$ cat config.mk
export PLATFORM = sky130hd
export DESIGN_NAME = bit_toggle_timer
export DESIGN_NICKNAME = d
export VERILOG_FILES = /design/src/rtl/btt_pkg.sv /design/src/rtl/btt_counter.sv /design/src/rtl/btt_toggle_det.sv /design/src/rtl/btt_status.sv /design/src/rtl/bit_toggle_timer.sv
export SDC_FILE = /design/constraint.sdc
export NUM_CORES = 1
export LEC_CHECK = 0
export ABC_AREA = 1
export CORE_MARGIN = 8
export CORE_UTILIZATION = 50
export DETAILED_ROUTE_END_ITERATION = 8
export PLACE_DENSITY_LB_ADDON = 0.12
export REMOVE_ABC_BUFFERS = 1
export SYNTH_ARGS = -nofsm -noshare
export SYNTH_HDL_FRONTEND = slang
export SYNTH_SLANG_ARGS = --single-unit
$ cat constraint.sdc
create_clock -name clk -period 4.2 [get_ports clk]
set_input_delay 0.84 -clock clk [delete_from_list [all_inputs] [get_ports clk]]
set_output_delay 0.84 -clock clk [all_outputs]
set_load 0.03 [all_outputs]
$ cat src/rtl/btt_pkg.sv
// Package: shared helpers for the bit-toggle interval timer.
// Assumes: widths are small positive integers.
package btt_pkg;
    // Width of an index that can address n bits (at least 1).
    function automatic int idx_width(input int n);
        int w;
        w = 1;
        while ((1 << w) < n) w++;
        return w;
    endfunction
endpackage

$ cat src/rtl/btt_counter.sv
// Module: btt_counter
// What it does: a free-running up counter that advances on a tick enable
// and wraps from all ones to zero.
// Assumes: rst_n is synchronous and active low.
module btt_counter #(
    parameter int CNT_W = 32
) (
    input  logic             clk,
    input  logic             rst_n,
    input  logic             tick_en,
    output logic [CNT_W-1:0] cnt_o
);
    logic [CNT_W-1:0] cnt_q;

    // Advance the count once per tick; hold it otherwise.
    always_ff @(posedge clk) begin
        if (!rst_n)       cnt_q <= '0;
        else if (tick_en) cnt_q <= cnt_q + CNT_W'(1);
    end

    assign cnt_o = cnt_q;


    cnt_step_chk: assert property (@(posedge clk) disable iff (!rst_n)
        tick_en |=> cnt_q == $past(cnt_q) + CNT_W'(1));

    cnt_hold_chk: assert property (@(posedge clk) disable iff (!rst_n)
        !tick_en |=> $stable(cnt_q));

    cnt_wrap_chk: assert property (@(posedge clk) disable iff (!rst_n)
        (tick_en && (&cnt_q)) |=> cnt_q == '0);
endmodule

$ cat src/rtl/btt_toggle_det.sv
// Module: btt_toggle_det
// What it does: decides whether the coming tick changes the selected bit.
// Bit k changes on an increment when all bits below k are ones, so a
// prefix-AND chain gives the toggle condition for every position.
// Assumes: the selection may exceed the counter width; such values
// select a zero entry and never signal an event.
module btt_toggle_det #(
    parameter int CNT_W = 32,
    parameter int SEL_W = 5
) (
    input  logic             tick_en,
    input  logic [SEL_W-1:0] bit_sel,
    input  logic [CNT_W-1:0] cnt_i,
    output logic             evt_o
);
    localparam int SPAN = 1 << SEL_W;

    logic [SPAN-1:0] flips_w;

    // Build the carry-style chain: flips_w[k] = all bits below k are ones.
    for (genvar k = 0; k < SPAN; k++) begin : g_chain
        if (k == 0) begin : g_lsb
            assign flips_w[k] = 1'b1;
        end else if (k < CNT_W) begin : g_mid
            assign flips_w[k] = flips_w[k-1] & cnt_i[k-1];
        end else begin : g_pad
            assign flips_w[k] = 1'b0;
        end
    end

    // An event needs a tick and a selected bit that flips on it.
    always_comb begin
        evt_o = tick_en & flips_w[bit_sel];
    end


    sel_range_chk: assert final (!(evt_o && (int'(bit_sel) >= CNT_W)));
endmodule

$ cat src/rtl/btt_status.sv
// Module: btt_status
// What it does: a sticky event flag with a clear strobe; a set in the
// same cycle as a clear wins.
// Assumes: rst_n is synchronous and active low.
module btt_status (
    input  logic clk,
    input  logic rst_n,
    input  logic set_i,
    input  logic clr_i,
    output logic stat_o
);
    logic stat_q;

    // Record events; clear only on a strobe with no event at that edge.
    always_ff @(posedge clk) begin
        if (!rst_n)     stat_q <= 1'b0;
        else if (set_i) stat_q <= 1'b1;
        else if (clr_i) stat_q <= 1'b0;
    end

    assign stat_o = stat_q;


    stat_set_chk: assert property (@(posedge clk) disable iff (!rst_n)
        set_i |=> stat_q);

    stat_sticky_chk: assert property (@(posedge clk) disable iff (!rst_n)
        (stat_q && !clr_i) |=> stat_q);

    stat_clear_chk: assert property (@(posedge clk) disable iff (!rst_n)
        (clr_i && !set_i) |=> !stat_q);
endmodule

$ cat src/rtl/bit_toggle_timer.sv
// Module: bit_toggle_timer
// What it does: a free-running counter that flags an event whenever a
// software-selected count bit changes value, giving power-of-two interrupt
// intervals. The status flag is sticky and cleared by a strobe.
// Assumes: tick_en is a single-cycle enable in the clk domain; rst_n is
// synchronous and active low.
module bit_toggle_timer #(
    parameter int CNT_W = 32,
    parameter int SEL_W = btt_pkg::idx_width(CNT_W)
) (
    input  logic             clk,
    input  logic             rst_n,
    input  logic             tick_en,
    input  logic [SEL_W-1:0] bit_sel,
    input  logic             irq_en,
    input  logic             clr_stb,
    output logic [CNT_W-1:0] count_o,
    output logic             stat_o,
    output logic             irq_o
);
    logic [CNT_W-1:0] cnt_w;
    logic             evt_w;
    logic             set_w;

    btt_counter #(.CNT_W(CNT_W)) u_cnt (
        .clk     (clk),
        .rst_n   (rst_n),
        .tick_en (tick_en),
        .cnt_o   (cnt_w)
    );

    btt_toggle_det #(.CNT_W(CNT_W), .SEL_W(SEL_W)) u_det (
        .tick_en (tick_en),
        .bit_sel (bit_sel),
        .cnt_i   (cnt_w),
        .evt_o   (evt_w)
    );

    // Only enabled events reach the status flag.
    always_comb begin
        set_w = evt_w & irq_en;
    end

    btt_status u_stat (
        .clk    (clk),
        .rst_n  (rst_n),
        .set_i  (set_w),
        .clr_i  (clr_stb),
        .stat_o (stat_o)
    );

    assign count_o = cnt_w;

    // Gate the request with the action enable.
    always_comb begin
        irq_o = stat_o & irq_en;
    end


    evt_flip_chk: assert property (@(posedge clk) disable iff (!rst_n)
        evt_w |=> |((count_o ^ $past(count_o)) >> $past(bit_sel)));

    no_tick_chk: assert property (@(posedge clk) disable iff (!rst_n)
        (!tick_en && !stat_o) |=> !stat_o);

    rise_cause_chk: assert property (@(posedge clk) disable iff (!rst_n)
        $rose(stat_o) |-> ($past(irq_en) && $past(tick_en)));
endmodule

# Word level (Yosys, flattened, before mapping)
# Cells that the tools add are included.
# totals
register_bits	33
inputBits	10
output_inout_bits	34
wordCells	42
# op_classes
addsub	1
n_lt_le_gt_ge	1
n_mux	4
bitwise_logic	33
reduce_logical	1
# op_table
operator	n
bitwise AND 1 bit	33
adder 32 x 1 -> 32 bit, second input constant	1
< comparator 5 x 6 -> 1 bit, second input constant	1
binary-select mux 1 bit (select 5 bit)	1
2-to-1 mux 1 bit	3
nonzero test 2 bit	1

# Longest topological paths before layout
# Gate-level depths: netlist (run 1).
# logic_depth
word_depth	35
mapped_depth	14
depth_no_buf	14

# Modules after synthesis
# Synthesis (run 1) repeated with hierarchy kept, for this count alone.
# unflattened
hier_cells	355
area_unflattened_um2	2198.4
# by_module_without_submodules
mod	instances	cells_each	area_each_um2	seq_area_each_um2
btt_counter	1	260	1750.4	640.6
btt_toggle_det	1	85	389.1	0.0
btt_status	1	6	43.8	20.0
bit_toggle_timer	1	4	15.0	0.0

# Worst setup path after synthesis (run 1)
# OpenSTA, ideal clock, no wires.
# synth_timing
path_type	reg2reg
from	register u_cnt.cnt_q[0], in the netlist u_cnt.cnt_o[0]
to	register u_stat.stat_q, in the netlist u_stat.stat_o
setup_ns	0.068
arrival_time_ns	1.866
t_required_ns	4.132
setup_slack_ns	2.266
stages_incl_launch_ff	13
path_buffers	0
period_less_slack_ns	1.934
path_cell_list	dfxtp_1 -> ha_1 -> ha_1 -> nand2_1 -> nor2_2 -> nand3_2 -> nor2_2 -> nand2_1 -> a21oi_1 -> nand2_1 -> nand2_1 -> nand2_1 -> a21oi_2
# synth_via
elab_chain_len	35
elab_cells_between_ends	36
cone_classes	3 x mux; 32 x bitwise; 1 x reduce/logical
# synth_rtl
item	line_no	source
from (decl)	btt_counter.sv:13	logic [CNT_W-1:0] cnt_q;
from (signal assigned)	btt_counter.sv:18	else if (tick_en) cnt_q <= cnt_q + CNT_W'(1);
bitwise AND 1 bit (30 in series)	btt_toggle_det.sv:25	assign flips_w[k] = flips_w[k-1] & cnt_i[k-1];
binary-select mux 1 bit (select 5 bit) *	btt_toggle_det.sv:33	evt_o = tick_en & flips_w[bit_sel];
2-to-1 mux 1 bit (not written as such) *	btt_toggle_det.sv:33	
bitwise AND 1 bit *	btt_toggle_det.sv:33	
bitwise AND 1 bit *	bit_toggle_timer.sv:41	set_w = evt_w & irq_en;
2-to-1 mux 1 bit or nonzero test 2 bit (tied branches)	-	
to (signal assigned)	btt_status.sv:16	if (!rst_n) stat_q <= 1'b0;
to (signal assigned)	btt_status.sv:17	else if (set_i) stat_q <= 1'b1;
to (signal assigned)	btt_status.sv:18	else if (clr_i) stat_q <= 1'b0;
to (decl)	btt_status.sv:12	logic stat_q;
# Every way passes the cells marked *; elsewhere a longest branch is shown, timed or not. The select of a mux whose other input is x is not followed.
# A chain may end at the register's enable or synchronous reset.

# Final worst setup path (run 1)
# layout_timing
from	input port irq_en
to	output port irq_o
# layout_via
elab_chain_len	1
# layout_rtl
item	line_no	source
from (decl)	bit_toggle_timer.sv:15	input logic irq_en,
bitwise AND 1 bit	bit_toggle_timer.sv:56	irq_o = stat_o & irq_en;
to (decl)	bit_toggle_timer.sv:19	output logic irq_o
# No other way between the ends.

==> impl_results.md, run 1 <==
- Syn. warnings: 0
- RSZ-0062 raised after global routing: no
- DRC Markers: 0
- Placer Congestion: 0.895
- Crit path kind: input port to primary output
- Post-CTS Setup Bufs: 0
- Min-delay src: u_stat.stat_o$_SDFFE_PN0P_
- DP Area: approximately 2500 um^2
- Syn avg cell area: approximately 6.5 um^2
- Clock sink count: 33
- Site Rows: 23
- Worst-path fanout max: 2
- Syn-to-layout area delta: 28.4%
- CP Cell Sequence: clkdlybuf4s50_1 -> nand2_1 -> inv_1 -> clkdlybuf4s50_1
- Fin. Hold Viols: 0
- Fillers: just over 400
- Seq cells post-synth: 33
- Synth cell types: 34
- Tot GR Track Use: about a fifth
- Worst path bufs/invs: 3
- ANT cells: 0
- R2R Path End: u_cnt.cnt_o[28]$_SDFFE_PN0P_
- PortBufs: 43
- H-tree Lvls: 2
- Initial antenna violation count: 0
- Fin crit period: 2.92 ns
- R2R Path Start: u_cnt.cnt_o[0]$_SDFFE_PN0P_
- Cells on worst reg2reg path: 10
- Yosys top cell area share: 32.3%
- CTS clk-pin slew, worst paths: 0.07 ns
- Crit path capture type: primary output
- Vias in the first global route: between 2,000 and 2,500
- Maximum clock insertion buffer count: 2
- Worst Path Required: roughly 3.4 ns
- Initial core utilization: about 51%
- Core Util, Final: roughly two thirds
- Worst stage delay on the critical path: 0.66 ns
- 1st-pass router iterations: 4
- Routed via count: roughly 2,200
- Worst relative slew slack: ~62%
- Max cap viols: 0
- PwrDens: approximately 240 nW/um^2
- CP Data Arrival Time: around 2.1 ns
- Largest cells by area after synthesis: dfxtp_1, nand2_1, nor2_1
- CP max stage cell: clkdlybuf4s50_1
- Hold depth: 2
- Clk root buf: clkbuf_8
- WP depth: 4
- Core area: 3970 um^2
- Die height: between 70 and 80 um
- Hold WS: ~0.49 ns
- First-pass GRT wire length: approximately 9600 um
- DR WL/cell: ~14 um
- TritonCTS buffer count: 5
- Fin worst setup slack: approximately 1.3 ns
- Io pins: 44
- Cells after Synth: about 310
- Count leader, synth: nand2_1
- Clk Latency, worst-skew pair: approximately 0.29 ns
- R2R Setup Slk: approximately 2.2 ns
- Synth Flop Type: dfxtp_1
- Largest net degree at the start of global routing: 19
- Non-Filler Instances: 410
- Startpoint Class: input port
- Final Cycle Share: roughly 69%
- Global route overflow: 0
- Antenna Nets Post-Route: 0
- FFs w/ async S/R, synth: 0%
- Placed Cells: 402
- Final instance area: approximately 2600 um^2
- LEAKAGE: ~0.96 nW
- DR iter-0 viols: 159
- Hold path endpoint: u_stat.stat_o$_SDFFE_PN0P_
- Setup_tns: 0 ns
- Synth cell count leaders: nand2_1, nor2_1, inv_1, dfxtp_1, nand3_1
- Synthesized area: between 2000 and 2500 um^2
- Hpwl dp: between 4000 and 5000 um
- EDFF count, synth: 0
- Yosys top cell by area: dfxtp_1
- Layout cells sized above 1: approximately 11%
- Post-synthesis sequential area ratio: between 30% and 40%
- Post-CTS Hold Fix Bufs: 0
- CP most frequent cell: clkdlybuf4s50_1
- Worst Tran Pin Value: 0.577 ns
- Slew Limit Fails: 0
- Vias per cell: 5.25
- Total power: 640 uW
- # resized after CTS: 0
- Worst IR Drop VDD: ~200 uV
- Die Wd: between 70 and 80 um
- Die area: 6390 um^2
- WL final: 5650 um
- Clock skew: 0.00257 ns
- Pre-CTS setup slack: around 1.3 ns
- Nets: 371
- Setup-failing EPs final: 0
- Min-delay worst type: flop to flop
- CTS tree: done
- Fmax: 0.343 GHz
- Status: completed
- Crit path max-delay family: buffers and inverters
## per-layer routing
layer / wire length [um] / up-vias / global-route usage (%)
met5: 0 / - / 0
met4: 85 / 0 / 8.18
met3: 422 / 6 / 6.08
met2: 2510 / 61 / 29.3
met1: 2630 / 974 / 22.7
li1: - / 1112 / -
## worst max path at each step
stage	slack, ns	to	from
detailed placement	1.28	irq_o	irq_en
finish	1.28	irq_o	irq_en
global route	1.24	irq_o	irq_en
floorplan	2.27	u_stat.stat_o$_SDFFE_PN0P_	u_cnt.cnt_o[0]$_SDFFE_PN0P_
global placement	1.29	irq_o	irq_en
CTS	1.27	irq_o	irq_en
## tightest hold or removal path, cell delays in order, from the launching register on
cell and delay [ns]:
dfxtp_1 0.32, nand2_1 0.08, a21oi_2 0.05
## final cells by class
class | instances | area, um^2 | area share [%]
Clock buffer | 7 | 96.3 | 3.67
Clock inverter | 1 | 5.00 | 0.191
Inverter | 45 | 169 | 6.44
Multi-Input combinational cell | 230 | 1190 | 45.4
Sequential cell | 33 | 661 | 25.2
Tap cell | 50 | 62.6 | 2.38
Timing Repair Buffer | 44 | 438 | 16.7
## kinds of logic (layout without fill, tap and decap cells)
group	Yosys count	in the layout	synth area share, %
AO/OA/AOI/OAI	47	47	12.7
XOR/XNOR	5	5	2.14
adder cells (fa/ha/maj)	2	2	1.22
AND/OR/NAND/NOR	176	176	42.3
buffers and inverters	50	97	9.31
flip-flops	33	33	32.3
## cell usage in the layout, fill, tap and decap left out, types with 2 or more instances in the layout
cell type | netlist | routed
inv_2 | 6 | 6
a21oi_1 | 20 | 20
nor2_4 | 6 | 6
inv_1 | 39 | 39
nand2_2 | 7 | 7
nor2_1 | 47 | 47
nand3_1 | 21 | 21
o21ai_1 | 5 | 5
nand3_2 | 3 | 3
nor4_1 | 2 | 2
nor3_1 | 14 | 14
nand4_1 | 4 | 4
dfxtp_1 | 33 | 33
clkbuf_8 | 0 | 7
nor2_2 | 6 | 6
xor2_1 | 4 | 4
o21ai_0 | 14 | 14
a221oi_1 | 3 | 3
clkdlybuf4s50_1 | 0 | 43
nand2_1 | 60 | 60
ha_1 | 2 | 2
## power by group
part | switching, mW | leakage, nW | total [mW] | internal, mW
Combinational | 0.0341 | 0.636 | 0.0560 | 0.0219
Clock | 0.118 | 0.0542 | 0.266 | 0.148
Sequential | 0.00320 | 0.266 | 0.319 | 0.316
Total | 0.155 | 0.957 | 0.640 | 0.485
## registers in the layout (all words and copies together), names as in the netlist
register,flops
u_cnt.cnt_o,32
u_stat.stat_o,1
No activity file was read; power rests on OpenSTA's default activity.
==> inputs of run 2 (changes only) <==
==> constraint.sdc (replaced) <==
create_clock -name clk -period 2.8 [get_ports clk]
set_input_delay 0.56 -clock clk [delete_from_list [all_inputs] [get_ports clk]]
set_output_delay 0.56 -clock clk [all_outputs]
set_load 0.03 [all_outputs]
==> impl_results.md, run 2 (synthesis gave the netlist of run 1 again) <==
- LEAKAGE: 0.952 nW (-0.53%)
- Nets: 372 (+0.27%)
- Worst relative slew slack: 60.4% (-1.1 points)
- RSZ-0062 raised after global routing: no
- Tot GR Track Use: 17.9% (-0.78 points)
- GRT met3 Usage: 4.95% (-1.1 points)
- Max reg flops: 32 (unchanged)
- Post-CTS Hold Fix Bufs: 0 (unchanged)
- Worst IR Drop VDD: 296 uV (+47%)
- Core area: 3970 um^2 (unchanged)
- Crit path capture type: primary output
- Placer Congestion: 0.912 (+1.9%)
- DRC Markers: 0 (unchanged)
- DR WL/cell: 13.8 um (+0.18%)
- Vias in the first global route: 2,034 (-2.5%)
- Global route overflow: 0 (unchanged)
- Layout cells sized above 1: 11.1% (-0.28 points)
- Clk Latency, worst-skew pair: 0.29 ns (about the same)
- PwrDens: 356 nW/um^2 (+46%)
- Initial core utilization: 51.4% (unchanged)
- Most common cell after layout, fill and taps aside: nand2_1
- Area occupied by multi-input gates: 1190 um^2 (unchanged)
- Core Util, Final: 65.9% (-0.19 points)
- Die Wd: 79.9 um (unchanged)
- CTS clk-pin slew, worst paths: 0.07 ns (about the same)
- CP Data Arrival Time: 1.80 ns (-0.28 ns)
- Worst Tran Pin Value: 0.593 ns (+0.0165 ns)
- WL final: 5660 um (+0.18%)
- Clk root buf: clkbuf_8
- Io pins: 44 (unchanged)
- Setup-failing EPs final: 0 (unchanged)
- Clock skew: 0.00869 ns (+0.00612 ns)
- Vias per cell: 5.31 (+1.1%)
- Crit path kind: input port to primary output
- # resized after CTS: 0 (unchanged)
- Fillers: 379 (-6.2%)
- Total power: 932 uW (+46%)
- Most frequent cells in the layout: nand2_1, nor2_1, clkdlybuf4s50_1
- CTS tree: done
- Worst-path fanout max: 2 (unchanged)
- Hpwl dp: 4260 um (+1.6%)
- ANT cells: 0 (unchanged)
- Worst Path Required: 2.24 ns (-1.12 ns)
- PortBufs: 43 (unchanged)
- H-tree Lvls: 2 (unchanged)
- 1st-pass router iterations: 4 (unchanged)
- Clock sink count: 33 (unchanged)
- Total area of sequential cells: 661 um^2 (unchanged)
- M1 GR Usage: 22.8% (+0.081 points)
- Maximum clock insertion buffer count: 2 (unchanged)
- Max cap viols: 0 (unchanged)
- Site Rows: 23 (unchanged)
- Die height: 79.9 um (unchanged)
- Slew Limit Fails: 0 (unchanged)
- First-pass GRT wire length: 9290 um (-3.3%)
- DR iter-0 viols: 223 (+40%)
- Antenna Nets Post-Route: 0 (unchanged)
- Largest net degree at the start of global routing: 18 (-1)
- Min-delay worst type: flop to flop
- Fin crit period: ~2.4 ns
- Final Cycle Share: 84.4%
- Fmax: roughly 0.42 GHz
- Initial antenna violation count: 0 (unchanged)
- Status: completed
- Die area: 6390 um^2 (unchanged)
- Fin. Hold Viols: 0 (unchanged)
- Post-CTS Setup Bufs: 0 (unchanged)
- Startpoint Class: input port
- M2 GR Usage: 28.5% (-0.73 points)
- Routed via count: 2,176 (+1.1%)
- Setup_tns: 0 ns (unchanged)
- Syn-to-layout area delta: 28.0%
- GRT busiest layer: met2
- TritonCTS buffer count: 5 (unchanged)
[run 2: cell types whose count changed in the layout (fill, tap and decap cells not counted), sizes merged]
cell    previous run  this run
clkinv             1         0
buf                1         2
[run 2: path summary, 6_finish.rpt]
path                                                  start                    endpoint  slack [ns]  cells after the start
worst max-delay path                                 irq_en                       irq_o        0.44                      4
worst min-delay path             u_stat.stat_o$_SDFFE_PN0P_  u_stat.stat_o$_SDFFE_PN0P_        0.49                      2
worst max register to register  u_cnt.cnt_o[0]$_SDFFE_PN0P_  u_stat.stat_o$_SDFFE_PN0P_        0.84                     12
worst min register to register   u_stat.stat_o$_SDFFE_PN0P_  u_stat.stat_o$_SDFFE_PN0P_        0.49                      2
[run 2: final cells by class]
type,count,share of cell area [%]
multi-input combinational,230,45.6
sequential,33,25.3
timing repair buffer,45,17.0
inverter,45,6.46
clock buffer,7,3.30
tap,50,2.39
[run 2: layer usage]
layer	share of wire, %	wire length (um)
met1	47	2680
met2	44	2490
met3	7.7	437
met4	0.88	50
met5	0	0
[run 2: where the power goes]
part	switching [mW]	leakage, nW	internal, mW
Combinational	0.0509	0.641	0.0337
Sequential	0.00467	0.266	0.473
Clock	0.174	0.0443	0.195
Total	0.230	0.952	0.702
[run 2: critical path, stage by stage]
cell	delay (ns)
clkdlybuf4s50_1	0.48
nand2_1	0.06
inv_1	0.05
clkdlybuf4s50_1	0.66
[run 2: metrics by stage]
| step | hold slack (ns) | worst slack, ns | cells | cell area, um^2 |
|---|---|---|---|---|
| after floorplan | 0.597 | 0.865 | 308 | 2020 |
| after global placement | 0.485 | 0.447 | 403 | 2530 |
| after detailed placement | 0.475 | 0.423 | 403 | 2530 |
| after CTS | 0.498 | 0.417 | 410 | 2620 |
| after global routing | 0.528 | 0.396 | 410 | 2620 |
| final | 0.493 | 0.437 | 410 | 2620 |
